## config.mk

```make
export PLATFORM = sky130hd
export DESIGN_NAME = tmr_cmp_channel
export DESIGN_NICKNAME = d
export VERILOG_FILES = /design/src/rtl/tcc_pkg.sv /design/src/rtl/tcc_timebase.sv /design/src/rtl/tcc_match.sv /design/src/rtl/tcc_sync.sv /design/src/rtl/tmr_cmp_channel.sv
export SDC_FILE = /design/constraint.sdc
export NUM_CORES = 1
export LEC_CHECK = 0
export BUFFER_PORTS_ARGS = -buffer_cell sky130_fd_sc_hd__buf_2
export CAP_MARGIN = 20
export CORE_ASPECT_RATIO = 2
export CORE_UTILIZATION = 24
export DETAILED_ROUTE_END_ITERATION = 10
export SETUP_SLACK_MARGIN = 0.4
export SYNTH_ARGS = -nofsm -noshare
export SYNTH_HDL_FRONTEND = slang
export SYNTH_SLANG_ARGS = --single-unit
```

## constraint.sdc

```tcl
create_clock -name clk -period 2.92 [get_ports clk]
set_input_delay 0.292 -clock clk [delete_from_list [all_inputs] [get_ports clk]]
set_output_delay 0.292 -clock clk [all_outputs]
set_load 0.03 [all_outputs]
```

## src/rtl/tcc_pkg.sv

```systemverilog
package tcc_pkg;
  typedef enum logic [2:0] {
    M_OFF  = 3'b000,
    M_SET  = 3'b001,
    M_CLR  = 3'b010,
    M_TGL  = 3'b011,
    M_ONE  = 3'b100,
    M_CONT = 3'b101,
    M_PWM  = 3'b110,
    M_PWMF = 3'b111
  } tcc_mode_e;
endpackage

```

## src/rtl/tcc_timebase.sv

```systemverilog
module tcc_timebase #(
  parameter int TW = 16
) (
  input  logic            clk,
  input  logic            rst_n,
  input  logic [TW-1:0]   tmr_a,
  input  logic [TW-1:0]   tmr_b,
  input  logic            prd_a,
  input  logic            prd_b,
  input  logic            wide,
  input  logic            tsel,
  output logic [2*TW-1:0] cnt,
  output logic            prd,
  output logic            base_chg
);
  localparam int CW = 2 * TW;

  logic wide_q, tsel_q;

  // count and strobe selection
  always_comb begin
    if (wide) begin
      cnt = {tmr_b, tmr_a};
      prd = prd_a;
    end else if (tsel) begin
      cnt = {{(CW-TW){1'b0}}, tmr_b};
      prd = prd_b;
    end else begin
      cnt = {{(CW-TW){1'b0}}, tmr_a};
      prd = prd_a;
    end
  end

  assign base_chg = (wide != wide_q) || (tsel != tsel_q);

  always_ff @(posedge clk or negedge rst_n) begin
    if (!rst_n) begin
      wide_q <= 1'b0;
      tsel_q <= 1'b0;
    end else begin
      wide_q <= wide;
      tsel_q <= tsel;
    end
  end
endmodule

```

## src/rtl/tcc_match.sv

```systemverilog
module tcc_match #(
  parameter int TW = 16
) (
  input  logic            clk,
  input  logic            rst_n,
  input  logic [2*TW-1:0] cnt,
  input  logic [2*TW-1:0] cmp_val,
  input  logic            wide,
  output logic            hit
);
  localparam int CW = 2 * TW;

  logic [CW-1:0] cmp_m;
  logic          eq, eq_q;

  assign cmp_m = wide ? cmp_val : {{(CW-TW){1'b0}}, cmp_val[TW-1:0]};
  assign eq    = (cnt == cmp_m);
  assign hit   = eq && !eq_q;

  always_ff @(posedge clk or negedge rst_n) begin
    if (!rst_n) eq_q <= 1'b0;
    else        eq_q <= eq;
  end

  // a persisting equality yields one event only
  p_single_hit_r6: assert property (@(posedge clk) disable iff (!rst_n)
    hit |=> !hit);
endmodule

```

## src/rtl/tcc_sync.sv

```systemverilog
module tcc_sync #(
  parameter int STAGES = 2
) (
  input  logic clk,
  input  logic rst_n,
  input  logic d,
  output logic q
);
  logic [STAGES-1:0] sr;

  always_ff @(posedge clk or negedge rst_n) begin
    if (!rst_n) sr <= '1;
    else        sr <= {sr[STAGES-2:0], d};
  end

  assign q = sr[STAGES-1];
endmodule

```

## src/rtl/tmr_cmp_channel.sv

```systemverilog
module tmr_cmp_channel
  import tcc_pkg::*;
#(
  parameter int TW          = 16,
  parameter int SYNC_STAGES = 2
) (
  input  logic            clk,
  input  logic            rst_n,
  input  logic [TW-1:0]   tmr_a,
  input  logic [TW-1:0]   tmr_b,
  input  logic            prd_a,
  input  logic            prd_b,
  input  logic            wide_mode,
  input  logic            tb_sel,
  input  logic [2*TW-1:0] pri_wdata,
  input  logic            pri_we,
  input  logic [2*TW-1:0] sec_wdata,
  input  logic            sec_we,
  input  logic [2:0]      mode_wdata,
  input  logic            mode_we,
  input  logic            fault_n,
  output logic            pin_out,
  output logic            pin_oe,
  output logic            irq_pulse,
  output logic            fault_sts
);
  localparam int CW   = 2 * TW;
  localparam int NCMP = 2;

  tcc_mode_e     mode_q, mode_n;
  logic [CW-1:0] pri_q, pri_n, sec_q, sec_n, sec_m;
  logic          pin_q, pin_n, irq_q, irq_n, done_q, done_n, flt_q, flt_n;
  logic          pri_en, sec_en, mode_en;

  logic [CW-1:0] cnt;
  logic          prd, base_chg, flt_s;
  logic [CW-1:0] cmp_vals [NCMP];
  logic [NCMP-1:0] hits;
  logic          hit_p, hit_s;

  tcc_timebase #(.TW(TW)) u_tb (
    .clk(clk), .rst_n(rst_n), .tmr_a(tmr_a), .tmr_b(tmr_b),
    .prd_a(prd_a), .prd_b(prd_b), .wide(wide_mode), .tsel(tb_sel),
    .cnt(cnt), .prd(prd), .base_chg(base_chg)
  );

  assign cmp_vals[0] = pri_q;
  assign cmp_vals[1] = sec_q;

  for (genvar g = 0; g < NCMP; g++) begin : g_cmp
    tcc_match #(.TW(TW)) u_m (
      .clk(clk), .rst_n(rst_n), .cnt(cnt), .cmp_val(cmp_vals[g]),
      .wide(wide_mode), .hit(hits[g])
    );
  end

  assign hit_p = hits[0];
  assign hit_s = hits[1];

  tcc_sync #(.STAGES(SYNC_STAGES)) u_fs (
    .clk(clk), .rst_n(rst_n), .d(fault_n), .q(flt_s)
  );

  assign sec_m = wide_mode ? sec_q : {{(CW-TW){1'b0}}, sec_q[TW-1:0]};

  // next-state logic
  always_comb begin
    pri_n  = pri_q;
    sec_n  = sec_q;
    mode_n = mode_q;
    pin_n  = pin_q;
    irq_n  = 1'b0;
    done_n = done_q;
    flt_n  = flt_q;
    pri_en = pri_we;
    if (pri_we) pri_n = pri_wdata;
    if (sec_we) sec_n = sec_wdata;
    if (mode_we) mode_n = tcc_mode_e'(mode_wdata);

    case (mode_q)
      M_OFF: pin_n = 1'b0;
      M_SET: if (hit_p) begin pin_n = 1'b1; irq_n = 1'b1; end
      M_CLR: if (hit_p) begin pin_n = 1'b0; irq_n = 1'b1; end
      M_TGL: if (hit_p) begin pin_n = !pin_q; irq_n = 1'b1; end
      M_ONE, M_CONT: begin
        if (!done_q) begin
          if (hit_s) begin
            pin_n = 1'b0;
            irq_n = 1'b1;
            if (mode_q == M_ONE) done_n = 1'b1;
          end else if (hit_p) begin
            pin_n = 1'b1;
          end
        end
      end
      M_PWM, M_PWMF: begin
        if (prd) begin
          pri_en = 1'b1;
          pri_n  = sec_q;
          pin_n  = |sec_m;
        end else if (hit_p) begin
          pin_n = 1'b0;
        end
        if (mode_q == M_PWMF) begin
          if (!flt_s) begin
            pin_n = 1'b0;
            if (!flt_q) begin
              flt_n = 1'b1;
              irq_n = 1'b1;
            end
          end
          if (flt_q) pin_n = 1'b0;
        end
      end
      default: pin_n = 1'b0;
    endcase

    if (mode_we) begin
      done_n = 1'b0;
      flt_n  = 1'b0;
    end
    if (base_chg) pin_n = 1'b0;
  end

  assign sec_en  = sec_we;
  assign mode_en = mode_we;

  // register process with explicit enables
  always_ff @(posedge clk or negedge rst_n) begin
    if (!rst_n) begin
      pri_q  <= '0;
      sec_q  <= '0;
      mode_q <= M_OFF;
      pin_q  <= 1'b0;
      irq_q  <= 1'b0;
      done_q <= 1'b0;
      flt_q  <= 1'b0;
    end else begin
      if (pri_en)  pri_q  <= pri_n;
      if (sec_en)  sec_q  <= sec_n;
      if (mode_en) mode_q <= mode_n;
      pin_q  <= pin_n;
      irq_q  <= irq_n;
      done_q <= done_n;
      flt_q  <= flt_n;
    end
  end

  assign pin_out   = pin_q;
  assign pin_oe    = (mode_q != M_OFF) && !flt_q;
  assign irq_pulse = irq_q;
  assign fault_sts = flt_q;

  // a disabled channel keeps the pin low
  p_off_low_r2: assert property (@(posedge clk) disable iff (!rst_n)
    (mode_q == M_OFF && $past(mode_q == M_OFF)) |-> !pin_out);

  // a latched fault silences and releases the pin
  p_fault_quiet_r10: assert property (@(posedge clk) disable iff (!rst_n)
    flt_q |-> (!pin_out && !pin_oe));

  // fault status holds until a mode load
  p_fault_sticky_r10: assert property (@(posedge clk) disable iff (!rst_n)
    (flt_q && !mode_we) |=> flt_q);

  // time-base change clears the pin
  p_base_clear_r11: assert property (@(posedge clk) disable iff (!rst_n)
    base_chg |=> !pin_out);

  // finished single pulse keeps the pin low
  p_single_stop_r7: assert property (@(posedge clk) disable iff (!rst_n)
    (mode_q == M_ONE && done_q && !mode_we) |=> !pin_out);
endmodule

```

==> summary.md <==
| Metric | Value |
|---|---|
| Run status | completed |
| Async S/R FF share, synth | 100.0% |
| Synthesis warning total | 0 |
| FF-to-FF Start | sec_q[27] |
| Worst path slowest cell | or4_1 |
| Worst-Skew Late Latency | 0.35 ns |
| Gp weighted congestion | 0.9448 |
| Cells along the critical path | inv_2, a22o_1, or4_1, o41a_1, nor4_4, a211oi_1, o21ai_1, a211oi_1 |
| Fin. max-slew vios | 0 |
| Initial core utilization | between 20% and 30% |
| Clock transition at path regs | ~0.06 ns |
| WP buf/inv | 1 |
| Initial drt markers | approximately 260 |
| Wire per inst | approximately 20 um |
| Static Leakage | about 0.0025 uW |
| Endpoints failing hold | 0 |
| Top_reg_cell synth | dfrtp_1 |
| Worst R2R Path Depth | 8 |
| Total power | roughly 3000 uW |
| Max_cap viols | 0 |
| First-pass GRT wire length | roughly 25 mm |
| Setup_tns | 0 ns |
| Port Buf Inserts | around 110 |
| Detail Route Antenna Nets | 0 |
| Syn_area_per_cell | between 9 and 10 um2 |
| Worst-Margin Slew | slightly above 1 ns |
| TritonCTS clock tree | done |
| Sequential element share of the synthesized area | a little over two fifths |
| Global route hottest layer | met2 |
| Crit start category | register |
| Pwr dens | roughly 540 nW/um2 |
| Worst R2R End | pin_out |
| Clk sinks | 77 |
| Crit-path max cell delay | ~0.55 ns |
| Fillers | roughly 2,000 |
| CP max FO | 3 |
| Die height | 197.0 um |
| Met2 GRT Util | 33.08% |
| Nets | between 600 and 700 |
| Die width | around 100 um |
| Synthesized area | 4562 um2 |
| Final period utilization | 81.64% |
| Total Routed Length | around 17 mm |
| Final-report setup violation count | 0 |
| Worst slew margin | about 31% |
| Final min period | 2.384 ns |
| Final HPWL DP | 13.50 mm |
| Synthesized Nets | 578 |
| RSZ-0062 raised after global routing | no |
| Max VDD drop | 0.3108 mV |
| Via count | just under 4,000 |
| Synthesis-stage register bit count | between 70 and 80 |
| Met3 Use GR | around 2.9% |
| Share of cells above drive strength 1 | between 20 and 30% |
| Clk_skew | 0.006399 ns |
| Crit Path Class | register to register |
| CP Data Arrival Time | approximately 2.6 ns |
| Full die area | roughly 20,000 um2 |
| Post-CTS setup buffers | 0 |
| Pre-antenna DRT Iters | 4 |
| Post-synth EDFFs | 0 |
| Number of distinct library cells after synthesis | 50 |
| DRC viols | 0 |
| H-tree depth | 3 |
| Largest net degree at the start of global routing | 65 |
| Cell mode on critical path | a211oi_1 |
| Rows | 71 |
| Worst Path Required | approximately 3.2 ns |
| Total GRT Usage | around 18% |
| Drt via density | around 4.8 |
| Resize count post-CTS | 0 |
| Gr ovfl total | 0 |
| Max Clk Rate | ~0.42 GHz |
| Antenna violations before repair | 2 |
| Post-Place Cells | ~800 |
| Core area | around 19,000 um2 |
| Final cell count without fillers | 836 |
| Crit. End Element | register |
| Clock Tree Root | clkbuf_16 |
| Hold WC Path Type | primary input to asynchronous set/reset pin |
| Vias in the first global route | 4,159 |
| GRT met1 Usage | between 10% and 20% |
| Setup slack on the worst flop-to-flop path | about 0.54 ns |
| Num CTS Buffers | 9 |
| Area Growth Syn to Fin | 24.25% |
| Clock tree buffer depth | 2 |
| Boundary pin count | 113 |
| Top cell family by delay on the critical path | compound AO/OA/AOI/OAI gates |
| Cell count after synthesis | between 400 and 500 |
layout make-up:
cell class	count	area [um2]	area share (%)
diodes	2	5.005	0.08830
well taps	255	319.1	5.629
clock buffers	10	229.0	4.040
inverters	27	101.3	1.788
repair buffers	119	615.6	10.86
flip-flops and latches	77	1929	34.04
multi-input cells	340	2429	42.85
clock inverters	6	40.04	0.7064
repair_timing:
action | CTS | global route
endpoints found under the setup margin | 0 | 1
hold endpoints to repair | 0 | 0
hold buffers | 0 | 0
worst register-to-register path: stages, from the launching register on:
cell	delay [ns]
dfrtp_1	0.38
inv_2	0.06
a22o_1	0.22
or4_1	0.55
o41a_1	0.41
nor4_4	0.34
a211oi_1	0.10
o21ai_1	0.14
a211oi_1	0.08
layout by cell type (no fill, tap or decap), types with 8 or more instances in the layout:
cell type and instances:
clkbuf_16 9, dfrtp_1 75, inv_1 26, nand4_1 14, buf_4 8, buf_2 111
mux2_2 26, nand2_1 51, nor4_1 13, nor2_1 13, mux2i_1 37, a21oi_1 8
nand2b_1 12, xnor2_1 35, xor2_1 25, o21ai_0 45
Yosys cell counts (6+ instances only):
| cell type | number | area, um2 |
|---|---|---|
| o21ai_0 | 45 | 225.2 |
| nand2b_1 | 12 | 75.07 |
| xnor2_1 | 35 | 306.5 |
| nand2_1 | 51 | 191.4 |
| mux2i_1 | 37 | 370.4 |
| nor2_1 | 14 | 52.55 |
| a221oi_1 | 6 | 52.55 |
| dfrtp_1 | 75 | 1877 |
| xor2_1 | 25 | 219.0 |
| o22ai_1 | 6 | 37.54 |
| clkbuf_1 | 19 | 71.32 |
| nand4_1 | 14 | 87.58 |
| inv_1 | 26 | 97.59 |
| mux2_2 | 26 | 292.8 |
| nor4_1 | 13 | 81.33 |
| a21oi_1 | 8 | 40.04 |
logic make-up after synthesis:
| group | Yosys count | share of synthesized area [%] |
|---|---|---|
| and+or+nand+nor | 122 | 13.80 |
| AOI/OAI and AO/OA | 95 | 13.22 |
| DFF | 77 | 42.29 |
| muxes | 63 | 14.54 |
| xor gates and xnor gates | 60 | 11.52 |
| buffers and inverters | 52 | 4.635 |
report_power, final:
part	switching [uW]	internal (uW)	leakage, uW
Clock	452	573	0.000132
Combinational	337	300	0.00140
Sequential	183	1190	0.000922
stage by stage:
step                utilization [%]  worst slack, ns  instance area, um2  hold slack (ns)
floorplan                         -           0.6621                4562        -0.003591
global placement              28.78           0.2436                5394           0.3461
detailed placement            28.78           0.2323                5394           0.3501
CTS                           30.21           0.4257                5663          0.02934
global route                  30.24           0.4570                5668          0.03785
finish                        30.24           0.5361                5668         0.003488
per-layer routing:
layer	share of wire (%)	up-vias	routed length, um
li1	-	1875	-
met1	33	1881	5493
met2	55	159	9115
met3	4.2	58	700
met4	8.0	0	1326
met5	0	-	0
registers in the layout (all words and copies together), names as in the netlist:
signal          flops
u_tb.wide_q         1
u_tb.tsel_q         1
g_cmp.u_m.eq_q      2
pin_out             1
fault_sts           1
done_q              1
pri_q              32
sec_q              32
mode_q              3
u_fs.sr             2
irq_pulse           1
how the worst max path moves through the flow:
stage / startpoint / end / slack, ns / cells past startpoint
2_1_floorplan: tmr_b[14] / pin_out / 0.66 / 8
3_3_place_gp: wide_mode / pin_out / 0.24 / 9
3_5_place_dp: wide_mode / pin_out / 0.23 / 9
4_1_cts: sec_q[27] / pin_out / 0.43 / 8
5_1_grt: wide_mode / pin_out / 0.46 / 9
6_report: sec_q[27] / pin_out / 0.54 / 8
No activity file was read; power rests on OpenSTA's default activity.
